==> config.mk <==
export PLATFORM = sky130hd
export DESIGN_NAME = pci_grp_arbiter
export DESIGN_NICKNAME = d
export VERILOG_FILES = /design/src/rtl/pci_arb_pkg.sv /design/src/rtl/arb_rr_pick.sv /design/src/rtl/arb_noshow_guard.sv /design/src/rtl/pci_grp_arbiter.sv
export SDC_FILE = /design/constraint.sdc
export NUM_CORES = 1
export LEC_CHECK = 0
export BUFFER_PORTS_ARGS = -buffer_cell sky130_fd_sc_hd__buf_2
export CAP_MARGIN = 40
export CORE_AREA = 2 2 98 72
export CTS_BUF_LIST = sky130_fd_sc_hd__clkbuf_16
export DETAILED_ROUTE_END_ITERATION = 10
export DIE_AREA = 0 0 100 74
export MAX_ROUTING_LAYER = met4
export PLACE_DENSITY = 0.76
export SLEW_MARGIN = 5
export SYNTH_ARGS = -nofsm -noshare
export SYNTH_HDL_FRONTEND = slang
export SYNTH_SLANG_ARGS = --single-unit
==> constraint.sdc <==
create_clock -name clk_i -period 4.64 [get_ports clk_i]
set_clock_uncertainty 0.05 [all_clocks]
set_input_delay 0.464 -clock clk_i [delete_from_list [all_inputs] [get_ports clk_i]]
set_output_delay 0.464 -clock clk_i [all_outputs]
set_load 0.03 [all_outputs]
==> src/rtl/pci_arb_pkg.sv <==
package pci_arb_pkg;
  // grant register turnover for one cycle
  typedef enum logic [1:0] {
    TURN_HOLD,
    TURN_MOVE,
    TURN_GAP,
    TURN_DROP
  } turn_e;
endpackage

==> src/rtl/arb_rr_pick.sv <==
module arb_rr_pick #(
  parameter int WIDTH = 5,
  localparam int IW = (WIDTH > 1) ? $clog2(WIDTH) : 1
) (
  input  logic [WIDTH-1:0] req_i,
  input  logic [IW-1:0]    ptr_i,
  output logic [WIDTH-1:0] gnt_o
);
  always_comb begin
    logic found;
    found = 1'b0;
    gnt_o = '0;
    for (int k = 0; k < WIDTH; k++) begin
      int idx;
      idx = int'(ptr_i) + k;
      if (idx >= WIDTH) idx = idx - WIDTH;
      if (!found && req_i[idx[IW-1:0]]) begin
        gnt_o[idx[IW-1:0]] = 1'b1;
        found = 1'b1;
      end
    end
  end
endmodule

==> src/rtl/arb_noshow_guard.sv <==
module arb_noshow_guard #(
  parameter int N_MASTERS = 5,
  parameter int TIMEOUT   = 16,
  localparam int CW = $clog2(TIMEOUT)
) (
  input  logic                 clk_i,
  input  logic                 rst_ni,
  input  logic                 active_i,   // grant held on idle bus
  input  logic [N_MASTERS-1:0] gnt_i,
  input  logic [N_MASTERS-1:0] req_ni,
  output logic                 timeout_o,
  output logic [N_MASTERS-1:0] lock_o
);
  logic [CW-1:0]        cnt_q;
  logic [N_MASTERS-1:0] lock_q;

  assign timeout_o = active_i && (cnt_q == CW'(TIMEOUT - 1));
  assign lock_o    = lock_q;

  always_ff @(posedge clk_i or negedge rst_ni) begin
    if (!rst_ni) begin
      cnt_q  <= '0;
      lock_q <= '0;
    end else begin
      if (!active_i || timeout_o) cnt_q <= '0;
      else                        cnt_q <= cnt_q + 1'b1;
      // lock holds only while request stays low
      lock_q <= (lock_q & ~req_ni) | (timeout_o ? gnt_i : '0);
    end
  end
endmodule

==> src/rtl/pci_grp_arbiter.sv <==
module pci_grp_arbiter
  import pci_arb_pkg::*;
#(
  parameter int N_MASTERS = 5,
  parameter int TIMEOUT   = 16
) (
  input  logic                 clk_i,
  input  logic                 rst_ni,
  input  logic [N_MASTERS-1:0] req_ni,
  input  logic [N_MASTERS-1:0] hi_grp_i,
  input  logic                 frame_ni,
  input  logic                 irdy_ni,
  output logic [N_MASTERS-1:0] gnt_no
);
  localparam int LO_IW = $clog2(N_MASTERS);
  localparam int HI_IW = $clog2(N_MASTERS + 1);

  logic [N_MASTERS-1:0] gnt_q, gnt_d, winner, eligible, lock_q;
  logic [N_MASTERS-1:0] lo_req, lo_pick;
  logic [N_MASTERS:0]   hi_req, hi_pick;
  logic [HI_IW-1:0]     hi_ptr_q;
  logic [LO_IW-1:0]     lo_ptr_q, init_idx;
  logic                 frame_q, bus_idle, start, to_hit;
  turn_e                turn;

  assign bus_idle = frame_ni && irdy_ni;
  assign start    = !frame_ni && frame_q && (gnt_q != '0);
  assign eligible = ~req_ni & ~lock_q;
  assign lo_req   = eligible & ~hi_grp_i;
  assign hi_req   = {|lo_req, eligible & hi_grp_i};

  arb_rr_pick #(.WIDTH(N_MASTERS + 1)) u_hi_pick (
    .req_i(hi_req), .ptr_i(hi_ptr_q), .gnt_o(hi_pick)
  );

  arb_rr_pick #(.WIDTH(N_MASTERS)) u_lo_pick (
    .req_i(lo_req), .ptr_i(lo_ptr_q), .gnt_o(lo_pick)
  );

  assign winner = hi_pick[N_MASTERS] ? lo_pick : hi_pick[N_MASTERS-1:0];

  arb_noshow_guard #(.N_MASTERS(N_MASTERS), .TIMEOUT(TIMEOUT)) u_guard (
    .clk_i    (clk_i),
    .rst_ni   (rst_ni),
    .active_i (bus_idle && (gnt_q != '0)),
    .gnt_i    (gnt_q),
    .req_ni   (req_ni),
    .timeout_o(to_hit),
    .lock_o   (lock_q)
  );

  // turnover: idle bus moves only through an empty cycle
  always_comb begin
    if (to_hit)                turn = TURN_DROP;
    else if (!bus_idle)        turn = TURN_MOVE;
    else if (gnt_q == '0)      turn = TURN_MOVE;
    else if (winner != gnt_q)  turn = TURN_GAP;
    else                       turn = TURN_HOLD;
  end

  always_comb begin
    unique case (turn)
      TURN_MOVE: gnt_d = winner;
      TURN_GAP,
      TURN_DROP: gnt_d = '0;
      default:   gnt_d = gnt_q;
    endcase
  end

  always_comb begin
    init_idx = '0;
    for (int i = 0; i < N_MASTERS; i++)
      if (gnt_q[i]) init_idx = LO_IW'(i);
  end

  always_ff @(posedge clk_i or negedge rst_ni) begin
    if (!rst_ni) begin
      gnt_q    <= '0;
      frame_q  <= 1'b1;
      hi_ptr_q <= '0;
      lo_ptr_q <= '0;
    end else begin
      gnt_q   <= gnt_d;
      frame_q <= frame_ni;
      if (start) begin
        if (hi_grp_i[init_idx]) begin
          hi_ptr_q <= HI_IW'(init_idx) + 1'b1;
        end else begin
          hi_ptr_q <= '0;
          lo_ptr_q <= (init_idx == LO_IW'(N_MASTERS - 1)) ? '0 : init_idx + 1'b1;
        end
      end
    end
  end

  assign gnt_no = ~gnt_q;

  p_one_grant_r2: assert property (@(posedge clk_i) disable iff (!rst_ni)
    $onehot0(gnt_q));

  p_idle_gap_r8: assert property (@(posedge clk_i) disable iff (!rst_ni)
    (bus_idle && gnt_q != '0) |=> (gnt_q == $past(gnt_q) || gnt_q == '0));

  p_timeout_drop_r10: assert property (@(posedge clk_i) disable iff (!rst_ni)
    to_hit |=> (gnt_q == '0));

  p_lock_block_r11: assert property (@(posedge clk_i) disable iff (!rst_ni)
    (gnt_q & lock_q) == '0);
endmodule

Word-level counts from Yosys, hierarchy flattened
Cells that the tools add are included.
{"block": "op_classes", "n_mux": 91, "reduce_logical": 43, "n_lt_le_gt_ge": 34, "n_bitwise": 19, "eq_ne": 6, "add_sub_neg": 22}
{"operator": "less-than comparator 3 x 4 -> 1 bit (second input constant)", "count": 12}
{"operator": "two-way mux 3 bit", "count": 16}
{"operator": "binary-select mux 1 bit (select 3 bit)", "count": 12}
{"operator": ">= comparator 4 x 3 -> 1 bit (second input constant)", "count": 9}
{"operator": "two-way mux 6 bit", "count": 6}
{"operator": "two-way mux 5 bit", "count": 7}
{"operator": "demux 1 bit (select 3 bit)", "count": 11}
{"operator": ">= comparator 3 x 1 -> 1 bit (second input constant)", "count": 11}
{"operator": "two-way mux 1 bit", "count": 33}
{"operator": "OR 6 bit", "count": 5}
{"operator": "logical AND 1 bit", "count": 25}
{"operator": "OR 5 bit", "count": 5}
{"operator": "AND 5 bit", "count": 4}
{"operator": "inverter 5 bit", "count": 4}
{"operator": "subtractor 3 bit (second input constant)", "count": 6}
{"operator": "adder 3 x 2 -> 4 bit (second input constant)", "count": 4}
{"operator": "subtractor 3 x 2 -> 3 bit (second input constant)", "count": 5}
{"operator": "adder 3 x 3 -> 4 bit (second input constant)", "count": 3}
{"operator": "logical NOT 1 bit", "count": 11}
{"operator": "case mux 5 bit (2 select lines)", "count": 1}
{"operator": "adder 3 x 1 -> 4 bit (second input constant)", "count": 2}
{"operator": "two-way mux 2 bit", "count": 4}
{"operator": ">= comparator 3 bit (second input constant)", "count": 2}
{"operator": "logical NOT 5 bit", "count": 1}
{"operator": "other kinds (15)", "count": 16}
{"block": "word_totals", "out_inout_bits": 5, "word_cells": 221, "input_bits": 14, "register_bits": 21}

Logic depth before layout (Yosys ltp)
{"block": "depth", "word_depth": 31, "ltp_mapped": 17, "mapped_depth_nobuf": 15}

Cells and area by module
A second synthesis with hierarchy kept.
{"block": "hier_totals", "hier_cells": 444, "area_unflattened_um2": 3588.4}
{"module": "arb_rr_pick at u_hi_pick", "cells_each": 161, "area_each_um2": 1242.4, "n_inst": 1}
{"module": "arb_rr_pick at u_lo_pick", "cells_each": 162, "area_each_um2": 1156.1, "n_inst": 1}
{"module": "pci_grp_arbiter", "cells_each": 83, "area_each_um2": 787.0, "n_inst": 1}
{"module": "arb_noshow_guard", "cells_each": 38, "area_each_um2": 402.9, "n_inst": 1}

Least setup slack after synthesis
OpenSTA, ideal clock, no wires.
{"block": "synth_path", "path_kind": "register to register", "startpoint": "register lo_ptr_q[1]", "endpoint": "register gnt_q[0]", "required_time_ns": 4.494, "period_less_slack_ns": 3.991, "slack_ns": 0.649, "arrival_ns": 3.845, "stages_incl_launch_ff": 16, "cell_sequence": "dfrtp_1 -> clkbuf_1 -> inv_1 -> ha_1 -> ha_1 -> inv_1 -> mux2i_1 -> and4_1 -> nor4_1 -> nand3_1 -> or4_1 -> o211ai_1 -> mux2_4 -> mux2i_2 -> nand4_2 -> o31ai_1"}
{"block": "synth_between", "elab_chain_len": 26}
{"element": "start: declaration", "line_no": "pci_grp_arbiter.sv:22", "text": "logic [LO_IW-1:0] lo_ptr_q, init_idx;"}
{"element": "start signal: assignment", "line_no": "pci_grp_arbiter.sv:90", "text": "lo_ptr_q <= (init_idx == LO_IW'(N_MASTERS - 1)) ? '0 : init_idx + 1'b1;"}
{"element": "parallel branches: the longest is 16 deep, another holds adder 3 x 1 -> 4 bit"}
{"element": "two-way mux 5 bit (*)", "line_no": "arb_rr_pick.sv:17", "text": "if (!found && req_i[idx[IW-1:0]]) begin"}
{"element": "two-way mux 5 bit (*)", "line_no": "pci_grp_arbiter.sv:40", "text": "assign winner = hi_pick[N_MASTERS] ? lo_pick : hi_pick[N_MASTERS-1:0];"}
{"element": "inequality test 5 bit", "line_no": "pci_grp_arbiter.sv:57", "text": "else if (winner != gnt_q) turn = TURN_GAP;"}
{"element": "two-way mux 2 bit", "line_no": "pci_grp_arbiter.sv:57"}
{"element": "two-way mux 2 bit", "line_no": "pci_grp_arbiter.sv:56", "text": "else if (gnt_q == '0) turn = TURN_MOVE;"}
{"element": "two-way mux 2 bit", "line_no": "pci_grp_arbiter.sv:55", "text": "else if (!bus_idle) turn = TURN_MOVE;"}
{"element": "two-way mux 2 bit", "line_no": "pci_grp_arbiter.sv:54", "text": "if (to_hit) turn = TURN_DROP;"}
{"element": "== test 2 bit", "line_no": "pci_grp_arbiter.sv:62", "text": "unique case (turn)"}
{"element": "OR reduction 2 bit", "line_no": "pci_grp_arbiter.sv:62"}
{"element": "case mux 5 bit (2 select lines) / nonzero test 2 bit (equally long branches)"}
{"element": "end signal: assignment", "line_no": "pci_grp_arbiter.sv:83", "text": "gnt_q <= gnt_d;"}
{"element": "end: declaration", "line_no": "pci_grp_arbiter.sv:18", "text": "logic [N_MASTERS-1:0] gnt_q, gnt_d, winner, eligible, lock_q;"}
Mark *: on every way between the ends. The select of a mux whose other input is x is not followed.
A chain may end at the register's enable or synchronous reset.

Final worst setup path
{"block": "layout_path", "startpoint": "register lo_ptr_q[0]", "endpoint": "register gnt_q[0]"}
Same word-level chain as after synthesis.

==> impl_metrics.json <==
{
  "cp_max_fo": 6,
  "clock_latency_ns": 0.25,
  "synth_edf_count": 0,
  "setup_viol": 0,
  "io_pins": 19,
  "path_cells": "inv_1, ha_1, inv_1, fa_1, a21o_1, nor4b_1, o32ai_1, a211oi_1, a211oi_1, o41a_1, nand4b_1, o32ai_1, xnor2_1, nand4_2, o31ai_1",
  "antenna_cells": 0,
  "synth_top_cell_by_area": "dfrtp_1",
  "rr_startpoint": "lo_ptr_q[0]",
  "ant_nets": 0,
  "crit_family": "compound AO/OA/AOI/OAI gates",
  "synth-warning-count": 0,
  "fmax_mhz": 230,
  "arrival_ns": 4.46,
  "die_w_um": 100,
  "tightestPinTransition_ns": 0.663,
  "antenna_found_initial": 0,
  "synth-seq-cells": 21,
  "synth_cells": 484,
  "cts_buffer_depth": 2,
  "drt-total-wl_um": 12000,
  "maxCapViolCount": 0,
  "cts_setup_buffers": 0,
  "synth_area_leaders": "dfrtp_1 14%, ha_1 6.4%, nand2_1 4.6%",
  "synth_area_um2": 3700,
  "vias": 4163,
  "dieArea_um2": 7400,
  "start_kind": "register",
  "grt_start_max_net_pins": 32,
  "period_minus_slack_ns": 4.36,
  "grt_usage_pct": 34.1,
  "routedWlPerCell_um": 20.3,
  "overflow": 0,
  "cts_resized": 0,
  "cts_tree": "done",
  "finalWeightedCongestion": 1.09,
  "reg2reg_depth": 15,
  "fill_cells": 583,
  "initial_core_util_pct": 56.9,
  "synthArstFlopShare_pct": 100,
  "drt_iter0_drc": 543,
  "path_clk_slew_ns": 0.06,
  "cts.sink_count": 21,
  "relSlewSlack_pct": 55.6,
  "required_ns": 4.74,
  "ys_types": 91,
  "fin_nets": 545,
  "rsz0062_at_grt": "false",
  "yosysSeqAreaShare_pct": 14.2,
  "drtPass1Iterations": 6,
  "grt_pass1_wl_um": 19400,
  "min_path_type": "in -> async",
  "std_cell_rows": 25,
  "die_h_um": 74,
  "path_class": "reg -> reg",
  "syn_avg_cell_area_um2": 7.64,
  "cts_buffers": 3,
  "drc": 0,
  "synthesis.nets": 518,
  "drive_gt1_share_pct": 16.1,
  "status": "completed",
  "yosys.area.top_type_share_pct": 13.5,
  "met1_usage_pct": 51.8,
  "dpl.hpwl_um": 9580,
  "r2r_setup_slack_ns": 0.28,
  "htreeDepth": 1,
  "slowest_stage": "nor4b_1",
  "slew_viol_final": 0,
  "cts_root_buf": "clkbuf_16",
  "synth_ff_type": "dfrtp_1",
  "gr-usage-met3_pct": 6.58,
  "max_stage_delay_ns": 0.45,
  "fin_crit_sh_pct": 93.9,
  "final_hold_viol_count": 0,
  "core_area_um2": 6510,
  "grt-busiest-layer": "met1",
  "path_buf_inv": 2,
  "io_buffers": 18,
  "timing.setup.tns_ns": 0,
  "worstSetupEndpointType": "register",
  "grt_pass1_vias": 3695,
  "vias_per_cell": 7.04,
  "cts_hold_buf": 0,
  "r2r-end": "gnt_q[0]",
  "area_delta_synth_final_pct": 9.47,
  "met2_usage_pct": 47.3
}
[worst max path at each step]
stage,startpoint,end,slack (ns),cells after the start
floorplan,lo_ptr_q[1],gnt_q[0],0.65,15
global placement,lo_ptr_q[1],gnt_q[2],0.36,14
detailed placement,lo_ptr_q[1],gnt_q[0],0.46,13
CTS,lo_ptr_q[0],gnt_q[0],0.42,15
global route,lo_ptr_q[0],gnt_q[2],0.02,15
finish,lo_ptr_q[0],gnt_q[0],0.28,15
[layer usage]
| metal | part of all wire, % | wire, µm | vias up |
|---|---|---|---|
| li1 | - | - | 1904 |
| met1 | 46 | 5480 | 1933 |
| met2 | 40 | 4790 | 296 |
| met3 | 13 | 1560 | 30 |
| met4 | 1.5 | 186 | 0 |
| met5 | 0 | 0 | - |
[cell usage in the layout, fill, tap and decap left out, types with 12 or more instances in the layout]
cell / n
inv_1: 25
dfrtp_1: 20
xnor2_1: 15
o21ai_0: 20
nor2_1: 33
ha_1: 19
a21oi_1: 21
buf_2: 18
nand3_1: 12
mux2i_1: 15
nor3_1: 12
nand2_1: 45
nand2b_1: 14
buf_4: 26
[final cells by class]
cell class                      instances  area (µm²)  area share [%]
Timing Repair Buffer                   44         285            7.04
Tap cell                               81         101            2.50
Clock inverter                          1        7.51           0.185
Multi-Input combinational cell        414        2950            72.9
Sequential cell                        21         527            13.0
Inverter                               27         101            2.50
Clock buffer                            3        75.1            1.85
[logic make-up after synthesis]
family | after synthesis | synth area share [%]
flops | 21 | 14.2
xor+xnor | 20 | 5.45
mux | 17 | 4.84
compound gates | 155 | 31.0
buf+inv | 49 | 5.95
fa+ha+maj | 20 | 6.97
simple gates | 202 | 31.6
[registers in the layout (all words and copies together), names as in the netlist]
name,cells
u_guard.lock_o,5
hi_ptr_q,3
gnt_q,5
frame_q,1
lo_ptr_q,3
u_guard.cnt_q,4
[through the flow]
step	worst slack [ns]	cell area (µm²)	utilization (%)	std cells	hold WS, ns
3_5_place_dp	0.462	3970	61.0	587	0.397
2_1_floorplan	0.649	3700	-	484	0.118
5_1_grt	0.0176	4050	62.3	591	0.148
4_1_cts	0.424	4050	62.3	591	0.125
3_3_place_gp	0.365	3970	61.0	587	0.388
6_report	0.284	4050	62.3	591	0.103
[cells in the mapped netlist, drive strengths merged, types with 4 or more instances]
cell type,n
dfrtp,20
nand2b,14
a21oi,23
nand2,45
nor3b,8
mux2i,16
or3,9
xnor2,17
nor2,33
a221oi,5
nor4b,9
o31ai,10
ha,19
buf,16
a21o,7
nor3,20
nand3,12
nor2b,7
o211ai,7
and2,7
o22ai,5
or2,5
nor4,6
o22a,4
clkbuf,6
a211oi,10
inv,27
nor4bb,4
a311oi,4
o21ai,23
a31oi,10
nand4,7
Power is not shown: default switching activity piles up to over one toggle a cycle in this logic, so the estimate is an artifact.
